--- src/rtl/adc_fifo_pkg.sv ---
package adc_fifo_pkg;
  localparam int VAL_W   = 11;
  localparam int ENTRY_W = VAL_W + 1;
  localparam int WORD_W  = 16;
  localparam int DEPTH   = 2;
  localparam int CNT_W   = $clog2(DEPTH + 1);
  localparam int PTR_W   = $clog2(DEPTH);

  typedef struct packed {
    logic push;
    logic pop;
    logic flush;
  } fifoStrobe_t;
endpackage

--- src/rtl/adc_fifo_ctrl.sv ---
module adc_fifo_ctrl
  import adc_fifo_pkg::*;
(
  input  logic             clk,
  input  logic             rstN,
  input  logic             convDone,
  input  logic             rdStrobe,
  input  logic             flushReq,
  input  logic             clrDoneW1c,
  input  logic             clrOvfW1c,
  input  logic             ieDone,
  input  logic             ieOvf,
  output fifoStrobe_t      strobe,
  output logic [CNT_W-1:0] count,
  output logic             doneFlag,
  output logic             ovfFlag,
  output logic             irq
);
  localparam logic [CNT_W-1:0] FULL_CNT = CNT_W'(DEPTH);

  logic isEmpty, isFull, setOvf;

  assign isEmpty = (count == '0);
  assign isFull  = (count == FULL_CNT);

  always_comb begin
    strobe.flush = flushReq;
    strobe.pop   = rdStrobe & ~isEmpty & ~flushReq;
    strobe.push  = convDone & ~flushReq & (~isFull | strobe.pop);
    setOvf       = convDone & ~flushReq & isFull & ~strobe.pop;
  end

  always_ff @(posedge clk) begin
    if (!rstN) begin
      count    <= '0;
      doneFlag <= 1'b0;
      ovfFlag  <= 1'b0;
    end else begin
      if (strobe.flush)
        count <= '0;
      else if (strobe.push && !strobe.pop)
        count <= count + 1'b1;
      else if (strobe.pop && !strobe.push)
        count <= count - 1'b1;

      if (convDone)        doneFlag <= 1'b1;
      else if (clrDoneW1c) doneFlag <= 1'b0;

      if (setOvf)          ovfFlag <= 1'b1;
      else if (clrOvfW1c)  ovfFlag <= 1'b0;
    end
  end

  assign irq = (doneFlag & ieDone) | (ovfFlag & ieOvf);

  p_count_legal_r2: assert property (@(posedge clk) disable iff (!rstN)
    count <= FULL_CNT);
  p_ovf_on_full_r7: assert property (@(posedge clk) disable iff (!rstN)
    (convDone && isFull && !rdStrobe && !flushReq) |=> (ovfFlag && count == FULL_CNT));
  p_read_full_accept_r7: assert property (@(posedge clk) disable iff (!rstN)
    (convDone && isFull && rdStrobe && !flushReq) |=> (count == FULL_CNT));
  p_done_set_r8: assert property (@(posedge clk) disable iff (!rstN)
    convDone |=> doneFlag);
  p_flush_empty_r11: assert property (@(posedge clk) disable iff (!rstN)
    flushReq |=> (count == '0));
endmodule

--- src/rtl/adc_fifo_datapath.sv ---
module adc_fifo_datapath
  import adc_fifo_pkg::*;
(
  input  logic              clk,
  input  logic              rstN,
  input  fifoStrobe_t       strobe,
  input  logic [CNT_W-1:0]  count,
  input  logic [VAL_W-1:0]  convValue,
  input  logic              convTag,
  input  logic              altMode,
  input  logic              resSel,
  output logic [WORD_W-1:0] rdData
);
  logic [ENTRY_W-1:0] entryQ [DEPTH];
  logic [PTR_W-1:0]   wrPtr, rdPtr;
  logic [VAL_W-1:0]   valField;
  logic [ENTRY_W-1:0] liveEntry, headEntry;

  always_comb begin
    valField  = resSel ? convValue : {1'b0, convValue[VAL_W-2:0]};
    liveEntry = {convTag & altMode, valField};
    headEntry = entryQ[rdPtr];
  end

  for (genvar e = 0; e < DEPTH; e++) begin : g_entry
    always_ff @(posedge clk) begin
      if (!rstN)
        entryQ[e] <= '0;
      else if (strobe.push && !strobe.flush && wrPtr == PTR_W'(e))
        entryQ[e] <= liveEntry;
    end
  end

  always_ff @(posedge clk) begin
    if (!rstN || strobe.flush) begin
      wrPtr <= '0;
      rdPtr <= '0;
    end else begin
      if (strobe.push) wrPtr <= wrPtr + 1'b1;
      if (strobe.pop)  rdPtr <= rdPtr + 1'b1;
    end
  end

  assign rdData = {{(WORD_W-ENTRY_W){1'b0}}, (count == '0) ? liveEntry : headEntry};

  p_no_push_full_r7: assert property (@(posedge clk) disable iff (!rstN)
    strobe.push |-> (count != CNT_W'(DEPTH) || strobe.pop));
  p_full_hold_r7: assert property (@(posedge clk) disable iff (!rstN)
    (count == CNT_W'(DEPTH) && !strobe.pop && !strobe.flush) |=> $stable(headEntry));
  p_upper_zero_r4: assert property (@(posedge clk) disable iff (!rstN)
    rdData[WORD_W-1:ENTRY_W] == '0);
endmodule

--- src/rtl/adc_result_fifo.sv ---
module adc_result_fifo
  import adc_fifo_pkg::*;
(
  input  logic              clk,
  input  logic              rstN,
  input  logic              convDone,
  input  logic [VAL_W-1:0]  convValue,
  input  logic              convTag,
  input  logic              altMode,
  input  logic              resSel,
  input  logic              rdStrobe,
  input  logic              flushReq,
  input  logic              clrDoneW1c,
  input  logic              clrOvfW1c,
  input  logic              ieDone,
  input  logic              ieOvf,
  output logic [WORD_W-1:0] rdData,
  output logic [CNT_W-1:0]  fifoCount,
  output logic              doneFlag,
  output logic              ovfFlag,
  output logic              irq
);
  fifoStrobe_t strobe;

  adc_fifo_ctrl u_ctrl (
    .clk(clk), .rstN(rstN), .convDone(convDone), .rdStrobe(rdStrobe),
    .flushReq(flushReq), .clrDoneW1c(clrDoneW1c), .clrOvfW1c(clrOvfW1c),
    .ieDone(ieDone), .ieOvf(ieOvf), .strobe(strobe), .count(fifoCount),
    .doneFlag(doneFlag), .ovfFlag(ovfFlag), .irq(irq)
  );

  adc_fifo_datapath u_dp (
    .clk(clk), .rstN(rstN), .strobe(strobe), .count(fifoCount),
    .convValue(convValue), .convTag(convTag), .altMode(altMode),
    .resSel(resSel), .rdData(rdData)
  );
endmodule

--- config.mk ---
export PLATFORM = sky130hd
export DESIGN_NAME = adc_result_fifo
export DESIGN_NICKNAME = d
export VERILOG_FILES = /design/src/rtl/adc_fifo_pkg.sv /design/src/rtl/adc_fifo_ctrl.sv /design/src/rtl/adc_fifo_datapath.sv /design/src/rtl/adc_result_fifo.sv
export SDC_FILE = /design/constraint.sdc
export NUM_CORES = 1
export LEC_CHECK = 0
export ABC_CLOCK_PERIOD_IN_PS = 3500
export BUFFER_PORTS_ARGS = -buffer_cell sky130_fd_sc_hd__buf_2
export CAP_MARGIN = 15
export CORE_MARGIN = 5
export CORE_UTILIZATION = 55
export CTS_CLUSTER_SIZE = 16
export DETAILED_ROUTE_END_ITERATION = 10
export MAX_ROUTING_LAYER = met4
export PLACE_DENSITY = 0.82
export SKIP_LAST_GASP = 1
export SYNTH_ARGS = -nofsm -noshare
export SYNTH_HDL_FRONTEND = slang
export SYNTH_HIERARCHICAL = 1
export SYNTH_SLANG_ARGS = --single-unit
export TNS_END_PERCENT = 50
--- constraint.sdc ---
create_clock -name clk -period 3.5 [get_ports clk]
set_input_delay 0 -clock clk [delete_from_list [all_inputs] [get_ports clk]]
set_output_delay 0 -clock clk [all_outputs]
set_load 0.01 [all_outputs]
Word level (Yosys, flattened, before mapping)
Memory sizes are Yosys's and may differ from the RTL's. A register that Yosys moved wholly into a read port is not among the register bits.
Index checks and enable logic that the tools add are counted.
- $add $sub $neg: 4
- multiply operators: 0
- divide/modulo/power cells: 0
- magnitude comparators: 0
- equal/unequal tests: 1
- shift operators: 0
- mux-type cells: 19
- bitwise logic cells: 19
- reductions and logical operators: 15
- operators with widths (kind ; number):
    $mux W12 ; 3
    $mux W1 ; 13
    $mux W11 ; 1
    $and A1 B1 Y1 ; 9
    $not A1 Y1 ; 6
    $reduce_bool A2 Y1 ; 3
    $logic_and A1 B1 Y1 ; 5
    $logic_not A1 Y1 ; 4
    $mux W2 ; 2
    $or A1 B1 Y1 ; 4
    $add A1 B1 Y1 const B ; 2
    $add A2 B1 Y2 const B ; 1
    $eq A2 B2 Y1 const B ; 1
    $logic_not A2 Y1 ; 1
    $reduce_or A2 Y1 ; 1
    $sub A2 B1 Y2 const B ; 1
    $logic_or A1 B1 Y1 ; 1
- register bits: 6
- latch bits: 0
- RAM bits: 24
- bits in read-only memories: 0
- input bits: 23
- output and inout port bits: 21
- word-level logic and storage cells: 64
- memories kept: 1
- memories (memory ; words ; bits a word ; rd ports ; clocked after memory_dff ; write ports ; RTL line ; source):
    u_dp.entryQ ; 2 ; 12 ; 1 ; 1 ; 2 ; adc_fifo_datapath.sv:14 ; logic [ENTRY_W-1:0] entryQ [DEPTH];

Longest topological paths before layout
Gate-level depths: netlist (run 1).
- word-level depth: 12
- mapped depth: 7
- depth with buffers taken out: 7

Cells and area by module
Netlist (run 1), hierarchy kept.
- modules (own cells, without submodules) (module ; times used ; cells each ; area an instance (µm²)):
    adc_fifo_datapath ; 1 ; 111 ; 1347.5
    adc_fifo_ctrl ; 1 ; 24 ; 215.2

Worst setup path before layout (run 1)
No wires, ideal clock.
- path type: reg2reg
- start point: register u_ctrl.count[0]
- end point: memory u_dp/entryQ[0][0] (netlist bit), enable pin
- library setup time: 0.398 ns
- data arrival time: 2.028 ns
- slack: 1.074 ns
- cell stages (with the launch flop): 5
- path buffers: 0
- period minus slack after synthesis: 2.426 ns
- cell sequence: dfxtp_1 nor3b_1 nor3b_1 nand2b_1 o21ai_0
- RTL lines (what ; RTL line ; source):
    start: declaration ; adc_fifo_ctrl.sv:14 ; output logic [CNT_W-1:0] count,
    start signal: assignment ; adc_fifo_ctrl.sv:42 ; count <= count + 1'b1;
    start signal: assignment ; adc_fifo_ctrl.sv:44 ; count <= count - 1'b1;
    end: declaration ; adc_fifo_datapath.sv:14 ;

==> run summary, run 1 <==
vias in the first global route -> 1,197
initial antenna violation count -> 0
Setup crit start kind -> register
Rows -> 19
clock buffer depth -> 2
largest net degree at the start of global routing -> 19
Syn Inst Count -> 135
Main synth FF type -> edfxtp_1
max_cap viols -> 0
crit path DAT -> 2.82 ns
Post-synth EDFFs -> 24
Worst Hold Class -> primary input to register
area share of the largest cell type after synthesis -> 46.1%
final period utilization -> 75.0%
Avg WL per Cell -> 14.9 µm
via count -> 1,192
outcome -> complete, no violations
Remaining Overflow, GRT -> 0
Vert. Die Dim -> 63.3 µm
CTS tree -> done
Yosys top cell by area -> edfxtp_1
Hold Slack -> 0.0184 ns
Fmax -> 0.381 GHz
sequential share of power -> 57.6%
top cells by area, synth -> edfxtp_1 46%, dfxtp_1 9.0%, and2_1 8.0%, mux2i_1 7.7%, a21oi_1 4.5%
Root Driver -> clkbuf_4
gpl congestion -> 0.829
fillers -> 205
Rel. slew slack -> 51.8%
die area -> 4010 µm²
clock insertion delay at the later pin of the skew report -> 0.33 ns
clock sink count -> 31
max-slew violation count -> 0
sequential share of the synthesized area -> 55.1%
# port buffers -> 39
share of synthesized flip-flops with an asynchronous set or reset -> 0%
antenna cells -> 0
setup_tns -> 0 ns
core area -> 2730 µm²
setup bufs post-CTS -> 0
sw power -> 180 µW
library cells used by synthesis -> 30
Die X -> 63.3 µm
setup violators final -> 0
most frequent cells in the layout -> 39 x buf_2, 24 x edfxtp_1, 20 x and2_1
Clk pwr share -> 26.5%
Net Sw Frac -> 24.8%
# DRC -> 0
total power -> 727 µW
post-DR vias/cell -> 5.27
WS Path Type -> register to register
minimum clock period -> 2.62 ns
average size of a mapped cell -> 11.6 µm²
Final Hold Vio Count -> 0
R2R Setup Slk -> 0.88 ns
CP Max Fanout -> 18
P_int -> 547 µW
dpl ws -> 1.34 ns
clk_skew -> 0.00667 ns
PwrDens -> 369 nW/µm²
WL final -> 3370 µm
drt pass-1 iters -> 4
multi-input combinational cell area -> 609 µm²
CP Capture Type -> register
share of cells above drive strength 1 -> 24.1%
Leak -> 0.835 nW
worst ir drop on vdd -> 310 µV
H-tree depth -> 2
1st-iter DRT viols -> 49
area grow syn2layout -> 25.9%
combinational power share -> 15.9%
Seq cells post-synth -> 31
Worst-Margin Slew -> 0.722 ns
final net count -> 218
first-pass GRT wire length -> 5430 µm
unrepaired setup endpoints after global routing -> false
Worst Path Required -> 3.70 ns
most common cell after layout, fill and taps aside -> buf_2
Global Route Usage Sum -> 18.0%
initial core utilization -> 57.2%
setup ws final -> 0.876 ns
IO Pins -> 44
Post-DRT Antenna Nets -> 0
Num CTS Buffers -> 5
post-synthesis instance area -> 1560 µm²
sequential cell area -> 861 µm²
Yosys warning total -> 6
HPWL after detailed placement -> 2190 µm
Clk pin slew, worst setup/hold paths -> 0.08 ns
synthesized netlist by cell type (2+ instances only):
master,count
nand2b_1,3
nor2_1,3
and3_1,4
nor3_1,10
nor3b_1,2
nor2b_1,2
dfxtp_1,7
xor2_1,2
buf_2,2
o21ai_0,3
buf_4,5
and2_1,20
nand2_1,2
edfxtp_1,24
inv_1,3
mux2i_1,12
a21oi_1,14
a211oi_1,2
buf_6,4
critical path, cell delays in order, from the launching register on:
cell           delay, ns
dfxtp_1             0.50
nor3b_1             0.25
nor3b_1             0.48
and4bb_1            0.52
and3_1              0.21
dlygate4sd3_1       0.54
routing by layer:
metal | track usage, % | part of all wire (%)
met2 | 29.7 | 50
met4 | 7.01 | 1.2
met1 | 19.7 | 41
met5 | - | 0
met3 | 6.75 | 7.7
what timing repair did:
action | in CTS | in global routing
resized for setup | 0 | 0
endpoints found under the hold margin | 28 | 1
hold buffers | 17 | 1
endpoints found under the setup margin | 0 | 0
cell type report:
type | count | share of cell area, %
flip-flops and latches | 31 | 43.8
multi-input cells | 93 | 31.0
well taps | 31 | 1.97
repair buffers | 60 | 20.2
inverters | 3 | 0.573
clock buffers | 8 | 2.48
sequential cells by signal (all words and copies together), names as in the netlist, named ones only:
name and count:
u_dp/entryQ 24, u_ctrl/count 2, u_ctrl/doneFlag 1, u_ctrl/ovfFlag 1, u_dp/rdPtr 1, u_dp/wrPtr 1
power by group through the flow:
stage / clock [mW] / sequential (mW) / combinational, mW
6_report: 0.193 / 0.418 / 0.116
5_1_grt: 0.224 / 0.420 / 0.127
4_1_cts: 0.201 / 0.419 / 0.115
3_5_place_dp: 0 / 0.427 / 0.101
3_3_place_gp: 0 / 0.426 / 0.0988
2_1_floorplan: 0 / 0.426 / 0.0619
logic make-up after synthesis:
kind of cell    after synthesis  share of synthesized area [%]
mux                          12                           7.69
fa+ha+maj                     1                          0.801
simple gates                 50                           19.2
compound gates               23                           8.65
other cells                   1                          0.240
xor+xnor                      3                           1.68
buf+inv                      14                           6.65
flops                        31                           55.1
per-stage QoR:
stage / cells / util [%] / area, µm²
after floorplan: 138 / - / 1570
after global placement: 200 / 63.6 / 1740
after detailed placement: 200 / 63.6 / 1740
after CTS: 225 / 71.6 / 1960
after global routing: 226 / 71.9 / 1970
final: 226 / 71.9 / 1970
final timing paths:
| check | start | to | cells past startpoint |
|---|---|---|---|
| worst max register to register | u_ctrl/count[1] | u_dp/entryQ[0][11] | 5 |
| worst max-delay path | u_ctrl/count[1] | u_dp/entryQ[0][11] | 5 |
| worst min register to register | u_dp/wrPtr | u_dp/wrPtr | 2 |
| worst min-delay path | convTag | u_dp/entryQ[1][11] | 2 |
No activity file was read; power rests on OpenSTA's default activity.
==> run 2: changes to the inputs <==
--- a/config.mk
+++ b/config.mk
@@ -5,15 +5,15 @@
 export SDC_FILE = /design/constraint.sdc
 export NUM_CORES = 1
 export LEC_CHECK = 0
-export ABC_CLOCK_PERIOD_IN_PS = 3500
+export ABC_CLOCK_PERIOD_IN_PS = 2400
 export BUFFER_PORTS_ARGS = -buffer_cell sky130_fd_sc_hd__buf_2
 export CAP_MARGIN = 15
 export CORE_MARGIN = 5
-export CORE_UTILIZATION = 55
+export CORE_UTILIZATION = 46
 export CTS_CLUSTER_SIZE = 16
 export DETAILED_ROUTE_END_ITERATION = 10
 export MAX_ROUTING_LAYER = met4
-export PLACE_DENSITY = 0.82
+export PLACE_DENSITY = 0.73
 export SKIP_LAST_GASP = 1
 export SYNTH_ARGS = -nofsm -noshare
 export SYNTH_HDL_FRONTEND = slang
==> constraint.sdc (replaced) <==
create_clock -name clk -period 2.4 [get_ports clk]
set_input_delay 0 -clock clk [delete_from_list [all_inputs] [get_ports clk]]
set_output_delay 0 -clock clk [all_outputs]
set_load 0.01 [all_outputs]
==> run summary, run 2 (synthesis gave the netlist of run 1 again) <==
Hold Path Stages -> 2
H-tree depth -> 2
Leak -> 0.842 nW
post-DR vias/cell -> 5.06
Worst Hold Class -> primary input to register
CP Capture Type -> register
worst r2r src -> u_ctrl/count[1]
# port buffers -> 39
max_cap viols -> 0
PwrDens -> 536 nW/µm²
clock insertion delay at the later pin of the skew report -> 0.33 ns
clk_skew -> 0.00486 ns
IO Pins -> 44
initial antenna violation count -> 0
Hold Slack -> 0.0173 ns
clock buffer depth -> 2
initial core utilization -> 47.2%
Worst Path Required -> 2.66 ns
# DRC -> 0
minimum clock period -> 1.93 ns
antenna cells -> 0
reg2reg path depth -> 5
final period utilization -> 80.3%
first-pass GRT wire length -> 5510 µm
clock sink count -> 31
largest net degree at the start of global routing -> 18
CP Max Fanout -> 6
Remaining Overflow, GRT -> 0
Rel. slew slack -> 50.1%
core area -> 3310 µm²
reg2reg end -> u_ctrl/count[1]
final net count -> 218
Global Route Usage Sum -> 16.9%
Num CTS Buffers -> 5
CTS tree -> done
crit path DAT -> 2.19 ns
Vert. Die Dim -> 68.3 µm
gpl congestion -> 0.769
Biggest register -> u_dp/entryQ
Largest register FFs -> 24
most common cell after layout, fill and taps aside -> buf_2
Largest regs -> u_dp/entryQ: 24 flops, u_ctrl/count: 2 flops
HPWL after detailed placement -> 2260 µm
via count -> 1,220
outcome -> complete, no violations
area grow syn2layout -> 27.1%
R2R Setup Slk -> 0.47 ns
vias in the first global route -> 1,235
drt pass-1 iters -> 4
Avg WL per Cell -> 14.3 µm
WL final -> 3450 µm
Hold Path Sink -> u_dp/entryQ[0][11]
max-slew violation count -> 0
Rows -> 21
Root Driver -> clkbuf_4
worst ir drop on vdd -> 281 µV
Worst Hold Launch -> convTag
share of cells above drive strength 1 -> 26.2%
unrepaired setup endpoints after global routing -> false
setup_tns -> 0 ns
most frequent cells in the layout -> 39 x buf_2, 24 x edfxtp_1, 20 x and2_1
Fmax -> 0.519 GHz
Setup crit start kind -> register
die area -> 4660 µm²
Clk pin slew, worst setup/hold paths -> 0.09 ns
Die X -> 68.3 µm
Final Hold Vio Count -> 0
WS Path Type -> register to register
setup violators final -> 0
1st-iter DRT viols -> 78
Post-DRT Antenna Nets -> 0
Worst-Margin Slew -> 0.747 ns
[run 2: changes by cell type in the layout (fill, tap and decap cells not counted)]
cell / delta
buf_4: +1
dlygate4sd3_1: -1
clkinv_2: +3
clkbuf_1: -3
[run 2: where the power goes]
part	total, mW	internal, mW	switching, mW
registers	0.607	0.599	0.00819
logic	0.173	0.0822	0.0913
clock network	0.285	0.109	0.176
total	1.07	0.790	0.275
[run 2: how the worst max path moves through the flow]
stage / start / endpoint / slack, ns / cells after the start
floorplan: u_ctrl/count[0] / u_dp/entryQ[1][0] / 0.01 / 4
global placement: u_ctrl/count[1] / u_ctrl/count[1] / 0.66 / 5
detailed placement: u_ctrl/count[1] / u_ctrl/count[1] / 0.49 / 5
CTS: u_ctrl/count[1] / u_ctrl/count[1] / 0.47 / 5
global route: u_ctrl/count[1] / u_ctrl/count[1] / 0.39 / 5
finish: u_ctrl/count[1] / u_ctrl/count[1] / 0.47 / 5
[run 2: metal layers]
metal	wire, µm	global-route usage [%]	vias up	part of all wire [%]
met3	169	5.42	6	4.9
met4	46	5.21	0	1.3
met1	1510	18.7	580	44
li1	-	-	601	-
met5	0	-	-	0
met2	1720	28.8	33	50
[run 2: critical path, stage by stage (launching register included)]
cell	delay (ns)
dfxtp_1	0.32
nor3b_1	0.14
nor3b_1	0.49
ha_1	0.36
or3_1	0.37
a21oi_1	0.18
[run 2: stage by stage]
stage / area, µm² / setup slack (ns) / instances / utilization (%) / power (mW)
2_1_floorplan: 1570 / 0.0116 / 138 / - / 0.711
3_3_place_gp: 1760 / 0.665 / 216 / 53.3 / 0.768
3_5_place_dp: 1760 / 0.491 / 216 / 53.3 / 0.773
4_1_cts: 1980 / 0.468 / 240 / 59.7 / 1.08
5_1_grt: 1990 / 0.389 / 241 / 60.0 / 1.12
6_report: 1990 / 0.473 / 241 / 60.0 / 1.07
[run 2: cell type report]
class	instances	area, µm²
Fill cell	307	1320
Sequential cell	31	861
Multi-Input combinational cell	93	609
Timing Repair Buffer	60	395
Tap cell	46	57.6
Clock buffer	5	37.5
Clock inverter	3	15.0
Inverter	3	11.3
[run 2: repair_timing]
| action | CTS | global route |
|---|---|---|
| hold endpoints to repair | 26 | 1 |
| buffers inserted | 0 | 0 |
| gates resized for setup | 0 | 0 |
| hold buffers | 16 | 1 |
==> run 3: changes to the inputs <==
--- a/config.mk
+++ b/config.mk
@@ -5,15 +5,15 @@
 export SDC_FILE = /design/constraint.sdc
 export NUM_CORES = 1
 export LEC_CHECK = 0
-export ABC_CLOCK_PERIOD_IN_PS = 2400
+export ABC_CLOCK_PERIOD_IN_PS = 1800
 export BUFFER_PORTS_ARGS = -buffer_cell sky130_fd_sc_hd__buf_2
 export CAP_MARGIN = 15
 export CORE_MARGIN = 5
-export CORE_UTILIZATION = 46
+export CORE_UTILIZATION = 51
 export CTS_CLUSTER_SIZE = 16
 export DETAILED_ROUTE_END_ITERATION = 10
 export MAX_ROUTING_LAYER = met4
-export PLACE_DENSITY = 0.73
+export PLACE_DENSITY = 0.76
 export SKIP_LAST_GASP = 1
 export SYNTH_ARGS = -nofsm -noshare
 export SYNTH_HDL_FRONTEND = slang
==> constraint.sdc (replaced) <==
create_clock -name clk -period 1.8 [get_ports clk]
set_input_delay 0 -clock clk [delete_from_list [all_inputs] [get_ports clk]]
set_output_delay 0 -clock clk [all_outputs]
set_load 0.01 [all_outputs]
==> run summary, run 3 (synthesis gave the netlist of run 1 again) <==
# port buffers -> 39
combinational power share -> 16.6%
fillers -> 256
CTS tree -> done
Fmax -> 0.577 GHz
Worst Hold Class -> primary input to register
Net Sw Frac -> 25.0%
Final Hold Vio Count -> 0
setup_tns -> 0 ns
CP Max Fanout -> 17
Root Driver -> clkbuf_4
vias in the first global route -> 1,293
P_int -> 1.06 mW
initial antenna violation count -> 0
Worst Path Required -> 2.05 ns
WS Path Type -> register to register
Post-DRT Antenna Nets -> 0
max_cap viols -> 0
met3 usage -> 5.64%
Area after DPL -> 1770 µm²
IO Pins -> 44
most common cell after layout, fill and taps aside -> buf_2
core area -> 3000 µm²
multi-input combinational cell area -> 642 µm²
H-tree depth -> 2
crit path DAT -> 1.99 ns
Clk pwr share -> 26.3%
outcome -> complete, no violations
HPWL after detailed placement -> 2310 µm
sequential share of power -> 57.2%
antenna cells -> 0
met2 global-route usage -> 30.8%
worst path cell trace -> buf_4, o211a_1, inv_1, ha_1, xor2_1, or3_1, a21oi_1
Remaining Overflow, GRT -> 0
share of cells above drive strength 1 -> 26.3%
gpl congestion -> 0.837
WL final -> 3400 µm
most used routing layer -> met2
final net count -> 217
drt pass-1 iters -> 4
setup violators final -> 0
Clk pin slew, worst setup/hold paths -> 0.09 ns
1st-iter DRT viols -> 32
clk_skew -> 0.0111 ns
slowest CP cell -> dfxtp_1
Worst Hold Launch -> rstN
Largest regs -> u_dp/entryQ: 24 flops, u_ctrl/count: 2 flops
worst ir drop on vdd -> 334 µV
clock insertion delay at the later pin of the skew report -> 0.32 ns
final period utilization -> 96.3%
Largest register FFs -> 24
Die X -> 65.4 µm
initial core utilization -> 52.0%
Global Route Usage Sum -> 18.4%
CP startpoint -> u_ctrl/count[1]
largest net degree at the start of global routing -> 18
met1 Resource Use GR -> 21.1%
Vert. Die Dim -> 65.4 µm
Leak -> 0.839 nW
max incr delay on CP -> 0.34 ns
Hold Slack -> 0.0354 ns
most frequent cells in the layout -> 39 x buf_2, 24 x edfxtp_1, 20 x and2_1
Num CTS Buffers -> 5
sw power -> 354 µW
clock sink count -> 31
max-slew violation count -> 0
final instance area -> 1990 µm²
Rows -> 20
die area -> 4270 µm²
first-pass GRT wire length -> 5750 µm
clock buffer depth -> 2
worst r2r src -> u_ctrl/count[1]
Setup crit start kind -> register
area grow syn2layout -> 27.5%
minimum clock period -> 1.73 ns
# DRC -> 0
PwrDens -> 712 nW/µm²
Biggest register -> u_dp/entryQ
final core utilization -> 66.3%
Avg WL per Cell -> 15.0 µm
post-DR vias/cell -> 5.26
unrepaired setup endpoints after global routing -> false
CP Capture Type -> register
via count -> 1,194
sequential cell area -> 861 µm²
run 3: worst max-delay path: cells and delay by family (launching register included):
family,cells,cell delay [ns]
xor gates and xnor gates,1,0.16
AOI/OAI and AO/OA,2,0.37
adders and majority gates,1,0.20
and+or+nand+nor,1,0.31
DFF,1,0.34
buffers and inverters,2,0.30
run 3: power by group through the flow:
stage / sequential (mW) / combinational [mW] / clock (mW)
after floorplan: 0.827 / 0.126 / 0
after global placement: 0.826 / 0.200 / 0
after detailed placement: 0.827 / 0.206 / 0
after CTS: 0.811 / 0.235 / 0.394
after global routing: 0.813 / 0.261 / 0.425
final: 0.811 / 0.235 / 0.372
run 3: repair_timing:
| item | 4_1_cts | 5_1_grt |
|---|---|---|
| setup endpoints to repair | 0 | 1 |
| endpoints found under the hold margin | 26 | 0 |
| gates resized for setup | 0 | 1 |
| hold buffers | 17 | 0 |
| buffers inserted | 0 | 0 |
run 3: stage by stage:
step                cells  power [mW]  setup WS [ns]
floorplan             138       0.952         0.0814
global placement      202        1.03          0.176
detailed placement    202        1.03         0.0821
CTS                   227        1.44         0.0648
global route          227        1.50        0.00930
finish                227        1.42         0.0664
run 3: area by class of cell:
type,count,share of cell area (%)
tap,33,2.07
inverter,3,0.565
multi-input combinational,93,32.2
clock buffer,8,2.45
timing repair buffer,59,19.5
sequential,31,43.2
run 3: worst paths after layout:
path	to	slack, ns	cells after the start
worst max-delay path	u_ctrl/count[1]	0.07	7
worst min register to register	register	0.52	2
worst max register to register	u_ctrl/count[1]	0.07	7
worst min-delay path	u_ctrl/ovfFlag	0.04	2
run 3: layer usage:
| metal | vias to the layer above | wire, µm |
|---|---|---|
| met2 | 46 | 1750 |
| met3 | 0 | 267 |
| met4 | 0 | 0 |
| li1 | 591 | - |
| met1 | 557 | 1390 |
| met5 | - | 0 |
